===== src/rtl/clkout_pkg.sv =====
package clkout_pkg;

  // Handover state between divided clock and slow clock
  typedef enum logic [1:0] {
    HO_DIV     = 2'd0,
    HO_TO_SLOW = 2'd1,
    HO_SLOW    = 2'd2,
    HO_TO_DIV  = 2'd3
  } ho_state_t;

  // Control flags held next to the divisor
  typedef struct packed {
    logic keep_run;
    logic no_slow;
  } mode_t;

endpackage


===== src/rtl/clkout_cfg.sv =====
module clkout_cfg
  import clkout_pkg::*;
#(
  parameter int DIV_W   = 4,
  parameter int RST_DIV = 3
) (
  input  logic             clk,
  input  logic             rst,
  input  logic             we,
  input  logic [DIV_W+1:0] wdata,
  output logic [DIV_W-1:0] div_n,
  output mode_t            mode,
  output logic [DIV_W+1:0] rdata
);

  localparam int NOSLOW_BIT = DIV_W;
  localparam int KEEP_BIT   = DIV_W + 1;

  always_ff @(posedge clk) begin
    if (rst) begin
      div_n <= DIV_W'(RST_DIV);
      mode  <= '0;
    end else if (we) begin
      div_n         <= wdata[DIV_W-1:0];
      mode.no_slow  <= wdata[NOSLOW_BIT];
      mode.keep_run <= wdata[KEEP_BIT];
    end
  end

  assign rdata = {mode.keep_run, mode.no_slow, div_n};


  cfg_hold_chk: assert property (@(posedge clk) disable iff (rst)
    !we |=> $stable(rdata));

endmodule


===== src/rtl/clkout_div.sv =====
module clkout_div #(
  parameter int DIV_W = 4
) (
  input  logic             clk,
  input  logic             rst,
  input  logic [DIV_W-1:0] div_cfg,
  output logic             div_hi,
  output logic             pass,
  output logic             nxt_hi,
  output logic             nxt_pass
);

  localparam int HW = DIV_W + 1;

  logic [DIV_W-1:0] pc, n_act;
  logic [DIV_W-1:0] nxt_pc, nxt_n;
  logic [HW-1:0]    hi_len;
  logic             wrap;

  always_comb begin
    wrap     = (pc == n_act);
    nxt_n    = wrap ? div_cfg : n_act;
    nxt_pc   = wrap ? '0 : pc + 1'b1;
    hi_len   = ({1'b0, nxt_n} + HW'(2)) >> 1;
    nxt_hi   = ({1'b0, nxt_pc} < hi_len);
    nxt_pass = (nxt_n == '0);
  end

  always_ff @(posedge clk) begin
    if (rst) begin
      pc     <= '0;
      n_act  <= '0;
      div_hi <= 1'b0;
      pass   <= 1'b0;
    end else begin
      pc     <= nxt_pc;
      n_act  <= nxt_n;
      div_hi <= nxt_hi;
      pass   <= nxt_pass;
    end
  end


  pc_range_chk: assert property (@(posedge clk) disable iff (rst)
    pc <= n_act);


  ratio_load_chk: assert property (@(posedge clk) disable iff (rst)
    !$stable(n_act) |-> $past(pc == n_act));


  hi_start_chk: assert property (@(posedge clk) disable iff (rst)
    $rose(div_hi) |-> (pc == '0));

endmodule


===== src/rtl/clkout_susp_tmr.sv =====
module clkout_susp_tmr #(
  parameter int DELAY_CYC = 96000
) (
  input  logic clk,
  input  logic rst,
  input  logic susp_req,
  input  logic keep_run,
  output logic expired,
  output logic core_clk_en
);

  localparam int CNT_W = $clog2(DELAY_CYC + 1);
  localparam logic [CNT_W-1:0] LAST = CNT_W'(DELAY_CYC - 1);

  logic [CNT_W-1:0] cnt;

  always_ff @(posedge clk) begin
    if (rst) begin
      cnt         <= '0;
      expired     <= 1'b0;
      core_clk_en <= 1'b1;
    end else begin
      core_clk_en <= !(expired && !keep_run);
      if (!susp_req) begin
        cnt     <= '0;
        expired <= 1'b0;
      end else if (!expired) begin
        if (cnt == LAST) expired <= 1'b1;
        else             cnt     <= cnt + 1'b1;
      end
    end
  end


  cnt_range_chk: assert property (@(posedge clk) disable iff (rst)
    cnt <= LAST);


  core_fall_chk: assert property (@(posedge clk) disable iff (rst)
    $fell(core_clk_en) |-> $past(susp_req));


  keep_run_chk: assert property (@(posedge clk) disable iff (rst)
    keep_run |=> core_clk_en);

endmodule


===== src/rtl/clkout_handover.sv =====
module clkout_handover
  import clkout_pkg::*;
#(
  parameter int SYNC_STAGES = 2
) (
  input  logic clk,
  input  logic rst,
  input  logic want_slow,
  input  logic slow_clk,
  input  logic div_hi,
  input  logic pass,
  input  logic nxt_hi,
  input  logic nxt_pass,
  output logic clk_out
);

  logic [SYNC_STAGES-1:0] sync_q;
  logic slow_s, nxt_slow, div_ok, slow_ok;
  logic g_div, g_slow;
  ho_state_t st;

  always_ff @(posedge clk) begin
    if (rst) sync_q <= '0;
    else     sync_q <= {sync_q[SYNC_STAGES-2:0], slow_clk};
  end

  assign slow_s   = sync_q[SYNC_STAGES-1];
  assign nxt_slow = sync_q[SYNC_STAGES-2];
  assign div_ok   = !nxt_hi || nxt_pass;
  assign slow_ok  = !nxt_slow;

  always_ff @(posedge clk) begin
    if (rst) st <= HO_DIV;
    else begin
      unique case (st)
        HO_DIV:     if (want_slow && div_ok) st <= HO_TO_SLOW;
        HO_TO_SLOW: if (!want_slow && div_ok)     st <= HO_DIV;
                    else if (want_slow && slow_ok) st <= HO_SLOW;
        HO_SLOW:    if (!want_slow && slow_ok) st <= HO_TO_DIV;
        HO_TO_DIV:  if (want_slow && slow_ok)      st <= HO_SLOW;
                    else if (!want_slow && div_ok) st <= HO_DIV;
        default:    st <= HO_DIV;
      endcase
    end
  end

  // gates move on the falling edge, while the chosen source is low
  always_ff @(negedge clk) begin
    if (rst) begin
      g_div  <= 1'b1;
      g_slow <= 1'b0;
    end else begin
      g_div  <= (st == HO_DIV);
      g_slow <= (st == HO_SLOW);
    end
  end

  assign clk_out = (g_div & (pass ? clk : div_hi)) | (g_slow & slow_s);


  gate_excl_chk: assert property (@(posedge clk) disable iff (rst)
    $onehot0({g_div, g_slow}));


  div_gate_chk: assert property (@(posedge clk) disable iff (rst)
    ($rose(g_div) || $fell(g_div)) |-> (!div_hi || pass));


  slow_gate_chk: assert property (@(posedge clk) disable iff (rst)
    ($rose(g_slow) || $fell(g_slow)) |-> !slow_s);

endmodule


===== src/rtl/clkout_gen.sv =====
module clkout_gen
  import clkout_pkg::*;
#(
  parameter int DIV_W       = 4,
  parameter int RST_DIV     = 3,
  parameter int DELAY_CYC   = 96000,
  parameter int SYNC_STAGES = 2
) (
  input  logic             clk,
  input  logic             rst,
  input  logic             cfg_we,
  input  logic [DIV_W+1:0] cfg_wdata,
  output logic [DIV_W+1:0] cfg_rdata,
  input  logic             susp_req,
  input  logic             slow_clk,
  output logic             clk_out,
  output logic             core_clk_en
);

  logic [DIV_W-1:0] div_n;
  mode_t            mode;
  logic             div_hi, pass, nxt_hi, nxt_pass;
  logic             expired, want_slow;

  clkout_cfg #(.DIV_W(DIV_W), .RST_DIV(RST_DIV)) u_cfg (
    .clk(clk), .rst(rst), .we(cfg_we), .wdata(cfg_wdata),
    .div_n(div_n), .mode(mode), .rdata(cfg_rdata)
  );

  clkout_div #(.DIV_W(DIV_W)) u_div (
    .clk(clk), .rst(rst), .div_cfg(div_n),
    .div_hi(div_hi), .pass(pass), .nxt_hi(nxt_hi), .nxt_pass(nxt_pass)
  );

  clkout_susp_tmr #(.DELAY_CYC(DELAY_CYC)) u_tmr (
    .clk(clk), .rst(rst), .susp_req(susp_req), .keep_run(mode.keep_run),
    .expired(expired), .core_clk_en(core_clk_en)
  );

  assign want_slow = expired && !mode.no_slow;

  clkout_handover #(.SYNC_STAGES(SYNC_STAGES)) u_ho (
    .clk(clk), .rst(rst), .want_slow(want_slow), .slow_clk(slow_clk),
    .div_hi(div_hi), .pass(pass), .nxt_hi(nxt_hi), .nxt_pass(nxt_pass),
    .clk_out(clk_out)
  );

endmodule


===== config.mk =====
export PLATFORM = sky130hd
export DESIGN_NAME = clkout_gen
export DESIGN_NICKNAME = d
export VERILOG_FILES = /design/src/rtl/clkout_pkg.sv /design/src/rtl/clkout_cfg.sv /design/src/rtl/clkout_div.sv /design/src/rtl/clkout_susp_tmr.sv /design/src/rtl/clkout_handover.sv /design/src/rtl/clkout_gen.sv
export SDC_FILE = /design/constraint.sdc
export NUM_CORES = 1
export LEC_CHECK = 0
export BUFFER_PORTS_ARGS = -buffer_cell sky130_fd_sc_hd__buf_2
export CAP_MARGIN = 10
export CELL_PAD_IN_SITES_DETAIL_PLACEMENT = 0
export CELL_PAD_IN_SITES_GLOBAL_PLACEMENT = 2
export CORE_ASPECT_RATIO = 0.8
export CORE_MARGIN = 3
export CORE_UTILIZATION = 40
export CTS_BUF_LIST = sky130_fd_sc_hd__clkbuf_4 sky130_fd_sc_hd__clkbuf_8
export CTS_CLUSTER_SIZE = 12
export DETAILED_ROUTE_END_ITERATION = 6
export MAX_ROUTING_LAYER = met4
export PLACE_DENSITY_LB_ADDON = 0.12
export SETUP_SLACK_MARGIN = 0.02
export SLEW_MARGIN = 10
export SYNTH_ARGS = -nofsm -noshare
export SYNTH_HDL_FRONTEND = slang
export SYNTH_SLANG_ARGS = --single-unit
export TNS_END_PERCENT = 1

===== constraint.sdc =====
create_clock -name clk -period 5.17 [get_ports clk]
set_input_delay 0.2585 -clock clk [delete_from_list [all_inputs] [get_ports clk]]
set_output_delay 0.2585 -clock clk [all_outputs]
set_load 0.01 [all_outputs]

**After elaboration in Yosys (flattened, before gate mapping)**

Cells that the tools add are included.

- Output and inout bits: 8
- Register bits: 41

- Equal/unequal tests: 9
- $add $sub $neg: 3
- Magnitude comparators: 1
- Reduce and logical (&&, ||, !) cells: 18
- Bitwise gates (word level): 6
- Muxes and demuxes: 12

Operator list:

| operator | number |
|---|---|
| adder 17 x 1 -> 17 bit, second input constant | 1 |
| equality test 17 bit, second input constant | 1 |
| two-way mux 2 bit | 6 |
| two-way mux 4 bit | 2 |
| one-hot mux 2 bit (4 select lines) | 1 |
| logical AND 1 bit | 6 |
| zero test 1 bit | 6 |
| inequality test 3 x 1 -> 1 bit, second input constant | 2 |
| adder 4 x 2 -> 5 bit, second input constant | 1 |
| adder 4 x 1 -> 4 bit, second input constant | 1 |
| equality test 2 bit, second input constant | 2 |
| equality test 4 bit | 1 |
| zero test 4 bit | 1 |
| < comparator 4 bit | 1 |
| inequality test 2 x 1 -> 1 bit, second input constant | 2 |
| AND reduction 4 bit | 1 |
| two-way mux 1 bit | 3 |
| NOT 1 bit | 3 |
| bitwise AND 1 bit | 2 |
| equality test 2 x 1 -> 1 bit, second input constant | 1 |
| zero test 2 bit | 1 |
| AND reduction 2 bit | 1 |
| OR reduction 2 bit | 1 |
| logical OR 1 bit | 1 |
| bitwise OR 1 bit | 1 |

**Depth between registers and ports, before layout**

- Depth in word-level cells: 10
- Mapped depth: 13
- Depth with buffers taken out: 12

**Cells and area by module**

From an unflattened synthesis, not the netlist that was laid out.

- Cell total of the unflattened synthesis: 224
- Area total of the unflattened synthesis: 2068.2 sq um

Modules (own cells, without submodules):

| module | area an instance (sq um) | times used | cells each |
|---|---|---|---|
| clkout_susp_tmr | 977.2 | 1 | 116 |
| clkout_div | 566.8 | 1 | 58 |
| clkout_cfg | 261.5 | 1 | 25 |
| clkout_handover | 249.0 | 1 | 24 |
| clkout_gen | 13.8 | 1 | 1 |

==> flow_summary.ini <==
[run_status]
status = finished, final reports clean

[pwr]
peakVddDrop_mv = 0.239
powerDensity_nw_per_um2 = 441
power.leakage_nw = 0.877

[sta]
worst_clock_skew_ns = 0.0678
hold-worst-slack_ns = 0.0800
timing.final.ws_setup_ns = 1.23
setup_violations = 0
slew_headroom_pct = 58.6
worst_slew_pin_slew_ns = 0.621
finalSetupTns_ns = 0
maxSlewViolCount = 0
hold_viol = 0
rsz0062_at_grt = false

[layout]
area_delta_synth_final_pct = 12.7
multiInputGateArea_um2 = 1050
register_area_um2 = 821
stdcell_area_um2 = 2180
final_nets = 256
diodes = 0
fillers = 421
drive_above_1_share_pct = 14.2
final_cells = 297

[clock_network]
post-cts-setup-buffers = 0
cts_tree = yes
worstSkewPairLatency_ns = 0.46
cts_hold_buf = 0
post_cts_resized = 0
clk_pin_slew_worst_paths_ns = 0.07

[die]
initial_core_util_pct = 43.9
die_h_um = 68.2
die_x_um = 83.8
core_um2 = 4410
ioPinCount = 19
rows = 21
dieArea_um2 = 5720

[placement]
placedInstanceArea_um2 = 2060
hpwl_um = 3040
io_buffers = 18
post-place-ws_ns = 1.71
routabilityCongestion = 0.768
placed_cells = 285

[setup_path]
crit_arrival_ns = 3.68
path_max_fanout = 1
cp-end-kind = output port
critPathKind = reg2out
cp-start-kind = register
cp.required_ns = 4.91

[flow_run]
max_cap_viol_count = 0

[logic_synthesis]
synth_top_area_share_pct = 42.4
syn_area_um2 = 1940
yosysWarnings = 0
ys_types = 44
synth_commonest_cells = dfxtp_1, nor2_1, nand2_1
ys.flop_type = dfxtp_1
ys_seq_elements = 41
syn-num-nets = 235
synthTopCellsByArea = dfxtp_1, nor2_1, xnor2_1
synthArstFlopShare_pct = 0
syn_inst = 218
ys_seq_area_share_pct = 42.4
yosysTopAreaCell = dfxtp_1
synth_most_common_cell = dfxtp_1
syn_area_per_cell_um2 = 8.88
synth_edf_count = 0

[detailed_routing]
wire_per_inst_um = 13.8
vias_per_cell = 5.29
num_vias = 1570
drc_errors = 0
wirelength_um = 4100
dr.pass1.iters = 4
drtIter0Drc = 122
ant_nets = 0

[global_route]
grt_use_total_pct = 16.6
antenna_found_initial = 0
gr-total-overflow = 0
grt_pass1_wl_um = 7020
grt_max_degree = 23
grt_pass1_vias = 1495

[hold_path]
hold_class = in2reg
-- worst max-delay path: stages (launching register included) --
cell     delay [ns]
dfxtp_1        0.29
a22o_1         0.22
buf_2          0.14
-- layer usage --
layer  up-vias  GRT usage, %  share of wire [%]
met5         -             -                  0
met4         0          8.84               0.51
met3         3          7.10                5.3
met2        26          20.9                 39
met1       729          21.9                 55
li1        812             -                  -
-- layout by cell type, fill, tap and decap left out, types with 2 or more instances in the layout --
master    instances
a211o_1           2
a211oi_1          2
a21oi_1           8
a31oi_1           4
a41o_1            2
and3_1            3
and4_1            3
buf_2            18
clkbuf_8          8
clkinv_1          2
dfxtp_1          41
ha_1              6
inv_1             7
mux2_2            2
mux2i_1           7
nand2_1          14
nand2b_1          5
nand3_1           9
nand3b_1          2
nand4_1           5
nor2_1           37
nor2b_1           6
nor3_1            4
nor4_1            2
nor4b_1           2
o21ai_0           7
xnor2_1          10
xor2_1            6
-- flip-flops by register name (all words and copies together) (netlist names) --
| name | cells |
|---|---|
| u_cfg.div_n | 4 |
| u_ho.sync_q | 2 |
| u_div.n_act | 4 |
| u_ho.g_slow | 1 |
| u_div.pass | 1 |
| u_tmr.core_clk_en | 1 |
| u_cfg.mode | 2 |
| u_ho.g_div | 1 |
| u_div.div_hi | 1 |
| u_div.pc | 4 |
| u_tmr.cnt | 17 |
| u_tmr.expired | 1 |
| u_ho.st | 2 |
-- report_power, final --
group / switching (W) / internal [W] / leakage, nW / total (W)
Sequential: 0.0000260 / 0.000344 / 0.334 / 0.000370
Combinational: 0.000189 / 0.000128 / 0.454 / 0.000317
Clock: 0.000124 / 0.000153 / 0.0890 / 0.000277
-- logic make-up (layout without fill, tap and decap cells) --
| family | count (synthesis) | after routing | share of synthesized area (%) |
|---|---|---|---|
| flip-flops | 41 | 41 | 42.4 |
| XOR/XNOR | 16 | 16 | 7.23 |
| AO/OA/AOI/OAI | 33 | 33 | 11.3 |
| multiplexers | 9 | 9 | 4.78 |
| adder cells (fa/ha/maj) | 6 | 6 | 3.88 |
| buffers and inverters | 14 | 36 | 3.29 |
| AND/OR/NAND/NOR | 99 | 99 | 27.1 |
-- worst paths after layout --
path,slack [ns],end,depth (start not counted),start
worst min-delay path,0.08,u_cfg.div_n[1],2,cfg_wdata[1]
worst max-delay path,1.23,clk_out,2,u_ho.g_slow
worst min register to register,0.47,u_tmr.core_clk_en,1,u_tmr.expired
worst max register to register,1.91,u_ho.g_slow,2,u_ho.st[0]
-- layout make-up --
type,instances,area share (%)
tap,57,3.27
sequential,41,37.6
multi-input combinational,163,48.2
clock inverter,5,0.917
timing repair buffer,17,3.90
clock buffer,9,5.27
inverter,5,0.860
-- per-stage QoR --
step / total power, W / util (%)
floorplan: 0.000650 / -
global placement: 0.000707 / 46.6
detailed placement: 0.000712 / 46.6
CTS: 0.000977 / 49.5
global route: 0.00105 / 49.5
finish: 0.000964 / 49.5
No activity file was read; power rests on OpenSTA's default activity.
